<file path="src/rtl/gpio_res_pkg.sv">
package gpio_res_pkg;

  // Resolved view of one pin.
  typedef struct packed {
    logic level;
    logic clash;
    logic floating;
  } pin_view_t;

  // Level the controller would put on the pin.
  function automatic logic ctl_drive_level(input logic dout, input logic pol);
    return dout ^ pol;
  endfunction

  // Controller drives only when enabled, and in open drain only a low level.
  function automatic logic ctl_drive_active(input logic oe, input logic od,
                                            input logic lvl);
    return oe & ~(od & lvl);
  endfunction

  // Combine both drivers and the pulls for one pin.
  function automatic pin_view_t resolve_pin(input logic c_en, input logic c_lvl,
                                            input logic x_en, input logic x_lvl,
                                            input logic pu, input logic pd);
    pin_view_t v;
    logic      nobody;
    nobody     = ~(c_en | x_en);
    v.level    = (x_en & x_lvl) | (c_en & c_lvl) | (nobody & pu);
    v.clash    = c_en & x_en & (c_lvl ^ x_lvl);
    v.floating = nobody & ~(pu | pd);
    return v;
  endfunction

  // Input path: mask then polarity.
  function automatic logic sample_pin(input logic lvl, input logic msk,
                                      input logic pol);
    return (lvl & msk) ^ pol;
  endfunction

endpackage

</file>
<file path="src/rtl/gpio_drive_stage.sv">
module gpio_drive_stage #(
  parameter int NPINS = 32
) (
  input  logic [NPINS-1:0] out_data,
  input  logic [NPINS-1:0] polarity,
  input  logic [NPINS-1:0] out_en,
  input  logic [NPINS-1:0] open_drain,
  output logic [NPINS-1:0] ctl_level,
  output logic [NPINS-1:0] ctl_drive_en
);
  import gpio_res_pkg::*;

  for (genvar i = 0; i < NPINS; i++) begin : g_bit
    always_comb begin
      ctl_level[i]    = ctl_drive_level(out_data[i], polarity[i]);
      ctl_drive_en[i] = ctl_drive_active(out_en[i], open_drain[i], ctl_level[i]);
    end
  end

endmodule

</file>
<file path="src/rtl/gpio_level_merge.sv">
module gpio_level_merge #(
  parameter int NPINS = 32
) (
  input  logic [NPINS-1:0] ctl_level,
  input  logic [NPINS-1:0] ctl_drive_en,
  input  logic [NPINS-1:0] ext_drive_en,
  input  logic [NPINS-1:0] ext_level,
  input  logic [NPINS-1:0] pull_up,
  input  logic [NPINS-1:0] pull_down,
  output logic [NPINS-1:0] pin_level,
  output logic [NPINS-1:0] pin_clash,
  output logic [NPINS-1:0] pin_float
);
  import gpio_res_pkg::*;

  for (genvar i = 0; i < NPINS; i++) begin : g_bit
    pin_view_t view;
    always_comb begin
      view = resolve_pin(ctl_drive_en[i], ctl_level[i], ext_drive_en[i],
                         ext_level[i], pull_up[i], pull_down[i]);
      pin_level[i] = view.level;
      pin_clash[i] = view.clash;
      pin_float[i] = view.floating;
    end
  end

endmodule

</file>
<file path="src/rtl/gpio_input_capture.sv">
module gpio_input_capture #(
  parameter int NPINS = 32
) (
  input  logic             clk,
  input  logic             rst_n,
  input  logic [NPINS-1:0] pin_level,
  input  logic [NPINS-1:0] in_mask,
  input  logic [NPINS-1:0] polarity,
  output logic [NPINS-1:0] in_data
);
  import gpio_res_pkg::*;

  logic [NPINS-1:0] in_next;

  for (genvar i = 0; i < NPINS; i++) begin : g_bit
    always_comb in_next[i] = sample_pin(pin_level[i], in_mask[i], polarity[i]);
  end

  always_ff @(posedge clk) begin
    if (!rst_n) in_data <= '0;
    else        in_data <= in_next;
  end

endmodule

</file>
<file path="src/rtl/gpio_pin_resolver.sv">
module gpio_pin_resolver #(
  parameter int NPINS = 32
) (
  input  logic             clk,
  input  logic             rst_n,
  input  logic [NPINS-1:0] out_data,
  input  logic [NPINS-1:0] polarity,
  input  logic [NPINS-1:0] out_en,
  input  logic [NPINS-1:0] open_drain,
  input  logic [NPINS-1:0] pull_up,
  input  logic [NPINS-1:0] pull_down,
  input  logic [NPINS-1:0] in_mask,
  input  logic [NPINS-1:0] ext_drive_en,
  input  logic [NPINS-1:0] ext_level,
  output logic [NPINS-1:0] pin_level,
  output logic [NPINS-1:0] pin_undef,
  output logic             contention,
  output logic [NPINS-1:0] in_data
);

  // Internal events, brought out for the checker.
  logic [NPINS-1:0] ctl_level;
  logic [NPINS-1:0] ctl_drive_en;
  logic [NPINS-1:0] pin_clash;
  logic [NPINS-1:0] pin_float;

  gpio_drive_stage #(.NPINS(NPINS)) u_drive (
    .out_data     (out_data),
    .polarity     (polarity),
    .out_en       (out_en),
    .open_drain   (open_drain),
    .ctl_level    (ctl_level),
    .ctl_drive_en (ctl_drive_en)
  );

  gpio_level_merge #(.NPINS(NPINS)) u_merge (
    .ctl_level    (ctl_level),
    .ctl_drive_en (ctl_drive_en),
    .ext_drive_en (ext_drive_en),
    .ext_level    (ext_level),
    .pull_up      (pull_up),
    .pull_down    (pull_down),
    .pin_level    (pin_level),
    .pin_clash    (pin_clash),
    .pin_float    (pin_float)
  );

  gpio_input_capture #(.NPINS(NPINS)) u_capture (
    .clk       (clk),
    .rst_n     (rst_n),
    .pin_level (pin_level),
    .in_mask   (in_mask),
    .polarity  (polarity),
    .in_data   (in_data)
  );

  always_comb begin
    pin_undef  = pin_clash | pin_float;
    contention = |pin_clash;
  end

endmodule

</file>
<file path="config.mk">
export PLATFORM = sky130hd
export DESIGN_NAME = gpio_pin_resolver
export DESIGN_NICKNAME = d
export VERILOG_FILES = /design/src/rtl/gpio_res_pkg.sv /design/src/rtl/gpio_drive_stage.sv /design/src/rtl/gpio_level_merge.sv /design/src/rtl/gpio_input_capture.sv /design/src/rtl/gpio_pin_resolver.sv
export SDC_FILE = /design/constraint.sdc
export NUM_CORES = 1
export LEC_CHECK = 0
export BUFFER_PORTS_ARGS = -buffer_cell sky130_fd_sc_hd__clkbuf_2
export CORE_AREA = 2 2 152 154
export CTS_BUF_LIST = sky130_fd_sc_hd__clkbuf_4
export DETAILED_ROUTE_END_ITERATION = 12
export DIE_AREA = 0 0 154 156
export PLACE_DENSITY = 0.54
export SYNTH_ARGS = -nofsm -noshare
export SYNTH_HDL_FRONTEND = slang
export SYNTH_SLANG_ARGS = --single-unit
</file>
<file path="constraint.sdc">
create_clock -name clk -period 2.2 [get_ports clk]
set_input_delay 0.33 -clock clk [delete_from_list [all_inputs] [get_ports clk]]
set_output_delay 0.33 -clock clk [all_outputs]
set_load 0.1 [all_outputs]
</file>
Yosys cells after proc, flatten, opt, wreduce, memory -nomap -nowiden
Index checks and enable logic that the tools add are counted.

word-level totals
  register bits = 32
  bits of input ports = 290
  output and inout port bits = 97
  word-level logic and storage cells = 611

cells by class
  bitwise gates (word level) = 609
  reduce and logical (&&, ||, !) cells = 1

operators with widths
  cell              count
  $and 1x1->1       288
  $or 1x1->1        128
  $not 1->1         96
  $xor 1x1->1       96
  $or 32x32->32     1
  $reduce_or 32->1  1

Depth between registers and ports, before layout
  word-level depth = 10
  gate-level depth with buffers = 5
  mapped depth without buffers = 5

Modules after synthesis
From an unflattened synthesis, not the netlist that was laid out.

second synthesis, totals
  cell total of the unflattened synthesis = 433
  area total of the unflattened synthesis = 3603.5 µm²

by module, submodules not included
  module              instances  cells each  area an instance (µm²)  seq. area each (µm²)
  gpio_input_capture  1          166         1566.5                  640.6
  gpio_level_merge    1          160         1241.2                  0.0
  gpio_drive_stage    1          64          520.5                   0.0
  gpio_pin_resolver   1          43          275.3                   0.0

Worst setup path after synthesis
OpenSTA, ideal clock, no wires.

  kind = input port to output port
  from = input port polarity[11]
  to = output port pin_undef[11]
  arrival time = 3710 ps
  data required time = 1870 ps
  slack = -1840 ps
  stages on the path = 3
  path buffers = 0
  cell sequence = xnor2_1 -> o21a_1 -> o41ai_1

on the way
  cells in the longest elaborated chain, start to end = 8
  elaborated cells between the ends (all ways) = 11
  classes of those cells = bitwise (11)

ends and longest elaborated chain
  element            line                     text
  from (decl)        gpio_pin_resolver.sv:7   input logic [NPINS-1:0] polarity,
  $xor 1x1->1 (*)    gpio_res_pkg.sv:12       return dout ^ pol;
  $and 1x1->1        gpio_res_pkg.sv:18       return oe & ~(od & lvl);
  $not 1->1          gpio_res_pkg.sv:18
  $and 1x1->1        gpio_res_pkg.sv:18
  $or 1x1->1         gpio_res_pkg.sv:27       nobody = ~(c_en | x_en);
  $not 1->1          gpio_res_pkg.sv:27
  $and 1x1->1        gpio_res_pkg.sv:30       v.floating = nobody & ~(pu | pd);
  $or 32x32->32 (*)  gpio_pin_resolver.sv:58  pin_undef = pin_clash | pin_float;
  to (decl)          gpio_pin_resolver.sv:16  output logic [NPINS-1:0] pin_undef,

Every way passes the cells marked *; elsewhere a longest branch is shown, timed or not.

Worst setup path after layout
  from = input port polarity[31]
  to = output port contention

on the way
  cells in the longest elaborated chain, start to end = 7
  elaborated cells between the ends (all ways) = 8
  classes of those cells = bitwise (7); reduce/logical (1)

ends and longest elaborated chain
  element               line                     text
  $xor 1x1->1 (*)       gpio_res_pkg.sv:12
  $and 1x1->1           gpio_res_pkg.sv:18
  $not 1->1             gpio_res_pkg.sv:18
  $and 1x1->1           gpio_res_pkg.sv:18
  $and 1x1->1           gpio_res_pkg.sv:29       v.clash = c_en & x_en & (c_lvl ^ x_lvl);
  $and 1x1->1 (*)       gpio_res_pkg.sv:29
  $reduce_or 32->1 (*)  gpio_pin_resolver.sv:59  contention = |pin_clash;
  to (decl)             gpio_pin_resolver.sv:17  output logic contention,

Marks and branches as above.

==> flow_summary.json <==
{
  "status": "finished with violations",
  "violations": "negative setup slack",
  "peakVddDrop_v": 0.000231,
  "vias": 5871,
  "slew_headroom": 0.494,
  "fin_ws_ns": -0.303,
  "cts_buffer_depth": 2,
  "p_per_area_mw_per_mm2": 480,
  "combPwrFrac": 0.743,
  "io_pins": 387,
  "cp-end-kind": "output port",
  "cts_root_buf": "clkbuf_4",
  "top_layer": "met4",
  "grt_max_degree": 33,
  "finalPower_w": 0.00408,
  "wl_met1_um": 8020,
  "first_iter_violations": 193,
  "core_area_mm2": 0.0224,
  "start_util": 0.184,
  "final_area_mm2": 0.00851,
  "swShare": 0.549,
  "critPathKind": "in2out",
  "seq_power_share": 0.159,
  "dpl.hpwl_um": 18100,
  "yosysSeqAreaShare": 0.156,
  "post_dp_cell_area_mm2": 0.00833,
  "cap_viol_max_count": 0,
  "ys_types": 27,
  "final-hold-violation-count": 0,
  "critPathMaxFanout": 2,
  "min_period_ns": 2.50,
  "antenna_found_initial": 1,
  "fmax_mhz": 400,
  "num_rows": 55,
  "syn_area_mm2": 0.00411,
  "dieArea_mm2": 0.0240,
  "p_int_w": 0.00184,
  "die_x_um": 154,
  "worst_pin_slew_ns": 0.759,
  "finalCritPeriodShare": 1.14,
  "port_buffers": 386,
  "yosysMostFrequentCell": "xnor2_1",
  "drc": 0,
  "drtAntennaViolNets": 0,
  "via_per_inst": 4.47,
  "hold_slack_ns": 0.317,
  "yosysWarnings": 0,
  "synth.avg_cell_area_um2": 7.15,
  "wl_um": 20200,
  "top_register": "u_capture.in_data",
  "finalWeightedCongestion": 0.856,
  "wl_per_cell_um": 15.4,
  "wl_met2_um": 10300,
  "setup_tns_ns": -0.303,
  "nets": 1316,
  "synth_area_leaders": "dfxtp_1 16%, xnor2_1 13%, mux2i_1 7.1%",
  "cp.arrival_ns": 2.17,
  "largest_reg_flops": 32,
  "grt_pass1_wl_um": 30600,
  "async_reset_ff_frac": 0,
  "finalSetupViolCount": 1,
  "fillCellCount": 2309,
  "syn2layout_area_growth_pct": 107,
  "cts_buffers": 5,
  "synth_nets": 864,
  "wl_met3_um": 1490,
  "clk_pin_slew_worst_paths_ns": 0.13,
  "hold_path.class": "in2reg",
  "grt_overflow": 0,
  "die_y_um": 156,
  "clkSinkCount": 32,
  "cts_max_level": 2,
  "dr.pass1.iters": 4,
  "required_ns": 1.87,
  "syn_inst": 574,
  "grt_pass1_vias": 5831,
  "clock_power_share": 0.098,
  "yosysTopAreaCell": "dfxtp_1",
  "cts-hold-fix-buffers": 0,
  "synth_common_cells": "62 x xnor2_1, 51 x a21oi_1, 49 x inv_1",
  "worstSetupStartpointType": "input pin",
  "yosys_most_used_dff": "dfxtp_1",
  "ys_seq_elements": 32,
  "track_usage": 0.161,
  "largestRegisters": "u_capture.in_data x32",
  "synth_top_area_share": 0.156,
  "rsz0062_at_grt": "true",
  "synth_edf_count": 0,
  "cts_tree": "yes",
  "slew_viol_final": 0,
  "p_switching_w": 0.00224,
  "power.leakage_nw": 4.42,
  "drive_above_1_share": 0.542
}
## path summary, 6_finish.rpt
path	startpoint	endpoint	slack, ns	cells after the start
setup / recovery	polarity[31]	contention	-0.30	8
hold / removal	polarity[28]	u_capture.in_data[28]	0.32	3
## repair_timing
item                                    in CTS  in global routing
pin swaps                                    9                  7
setup buffers                                5                  0
endpoints found under the setup margin       1                  1
resized for setup                            9                 14
## kinds of logic (layout without fill, tap and decap cells)
| family | count (synthesis) | count (layout) | synth area share |
|---|---|---|---|
| other | 0 | 1 | 0 |
| AOI/OAI and AO/OA | 166 | 166 | 0.244 |
| and+or+nand+nor | 231 | 231 | 0.341 |
| xor gates and xnor gates | 64 | 64 | 0.140 |
| DFF | 32 | 32 | 0.156 |
| muxes | 29 | 29 | 0.0707 |
| buffers and inverters | 52 | 505 | 0.0475 |
## cell usage in the layout (no fill, tap or decap), types with 4 or more instances in the layout
master | netlist | routed
clkbuf_2 | 0 | 322
buf_4 | 0 | 82
a21oi_1 | 51 | 51
inv_1 | 49 | 49
nand2_1 | 46 | 46
nand2b_1 | 45 | 45
xnor2_1 | 62 | 40
buf_12 | 0 | 40
or2_2 | 32 | 32
and2_1 | 32 | 32
dfxtp_1 | 32 | 32
o21ai_0 | 32 | 28
o21ai_1 | 26 | 26
nor4bb_1 | 25 | 25
and3_1 | 25 | 25
o41ai_4 | 0 | 25
o31ai_1 | 19 | 19
xnor2_4 | 0 | 15
mux2i_1 | 29 | 14
mux2i_2 | 0 | 13
o21a_1 | 9 | 9
xnor2_2 | 2 | 9
nor3_1 | 8 | 8
clkbuf_4 | 0 | 7
nor2_1 | 5 | 5
nand4_1 | 5 | 5
o21ai_2 | 0 | 4
## critical path: stages
cell and delay [ns]:
clkbuf_8 0.13, xnor2_4 0.20, mux2i_4 0.30, nand4_1 0.18, nor4_4 0.41, buf_4 0.17
nand4_1 0.20, buf_12 0.25
## routing by layer
layer  vias up  GRT usage
li1       2960          -
met1      2642      0.184
met2       244      0.297
met3        25     0.0431
met4         0     0.0432
met5         -          0
## power by group through the flow
| stage | Clock, W | Sequential (W) | Combinational (W) |
|---|---|---|---|
| final | 0.000400 | 0.000649 | 0.00303 |
| after global routing | 0.000464 | 0.000653 | 0.00318 |
| after CTS | 0.000445 | 0.000650 | 0.00305 |
| after detailed placement | 0 | 0.000662 | 0.00301 |
| after global placement | 0 | 0.000660 | 0.00300 |
| after floorplan | 0 | 0.00106 | 0.00153 |
## metrics by stage
stage / worst slack, ns / std cells / utilization
global route: -0.421 / 1313 / 0.381
global placement: -0.688 / 1299 / 0.372
finish: -0.303 / 1313 / 0.381
floorplan: -0.236 / 574 / -
detailed placement: -0.639 / 1299 / 0.372
CTS: -0.388 / 1312 / 0.379
## final cells by class
| type | instances | area [um2] | share of cell area |
|---|---|---|---|
| antenna | 1 | 2.50 | 0.000294 |
| multi-input combinational | 490 | 4180 | 0.491 |
| sequential | 32 | 641 | 0.0753 |
| inverter | 49 | 184 | 0.0216 |
| clock buffer | 7 | 52.6 | 0.00617 |
| timing repair buffer | 448 | 3090 | 0.363 |
| clock inverter | 1 | 3.75 | 0.000441 |
| tap | 285 | 357 | 0.0419 |
No activity file was read; power rests on OpenSTA's default activity.
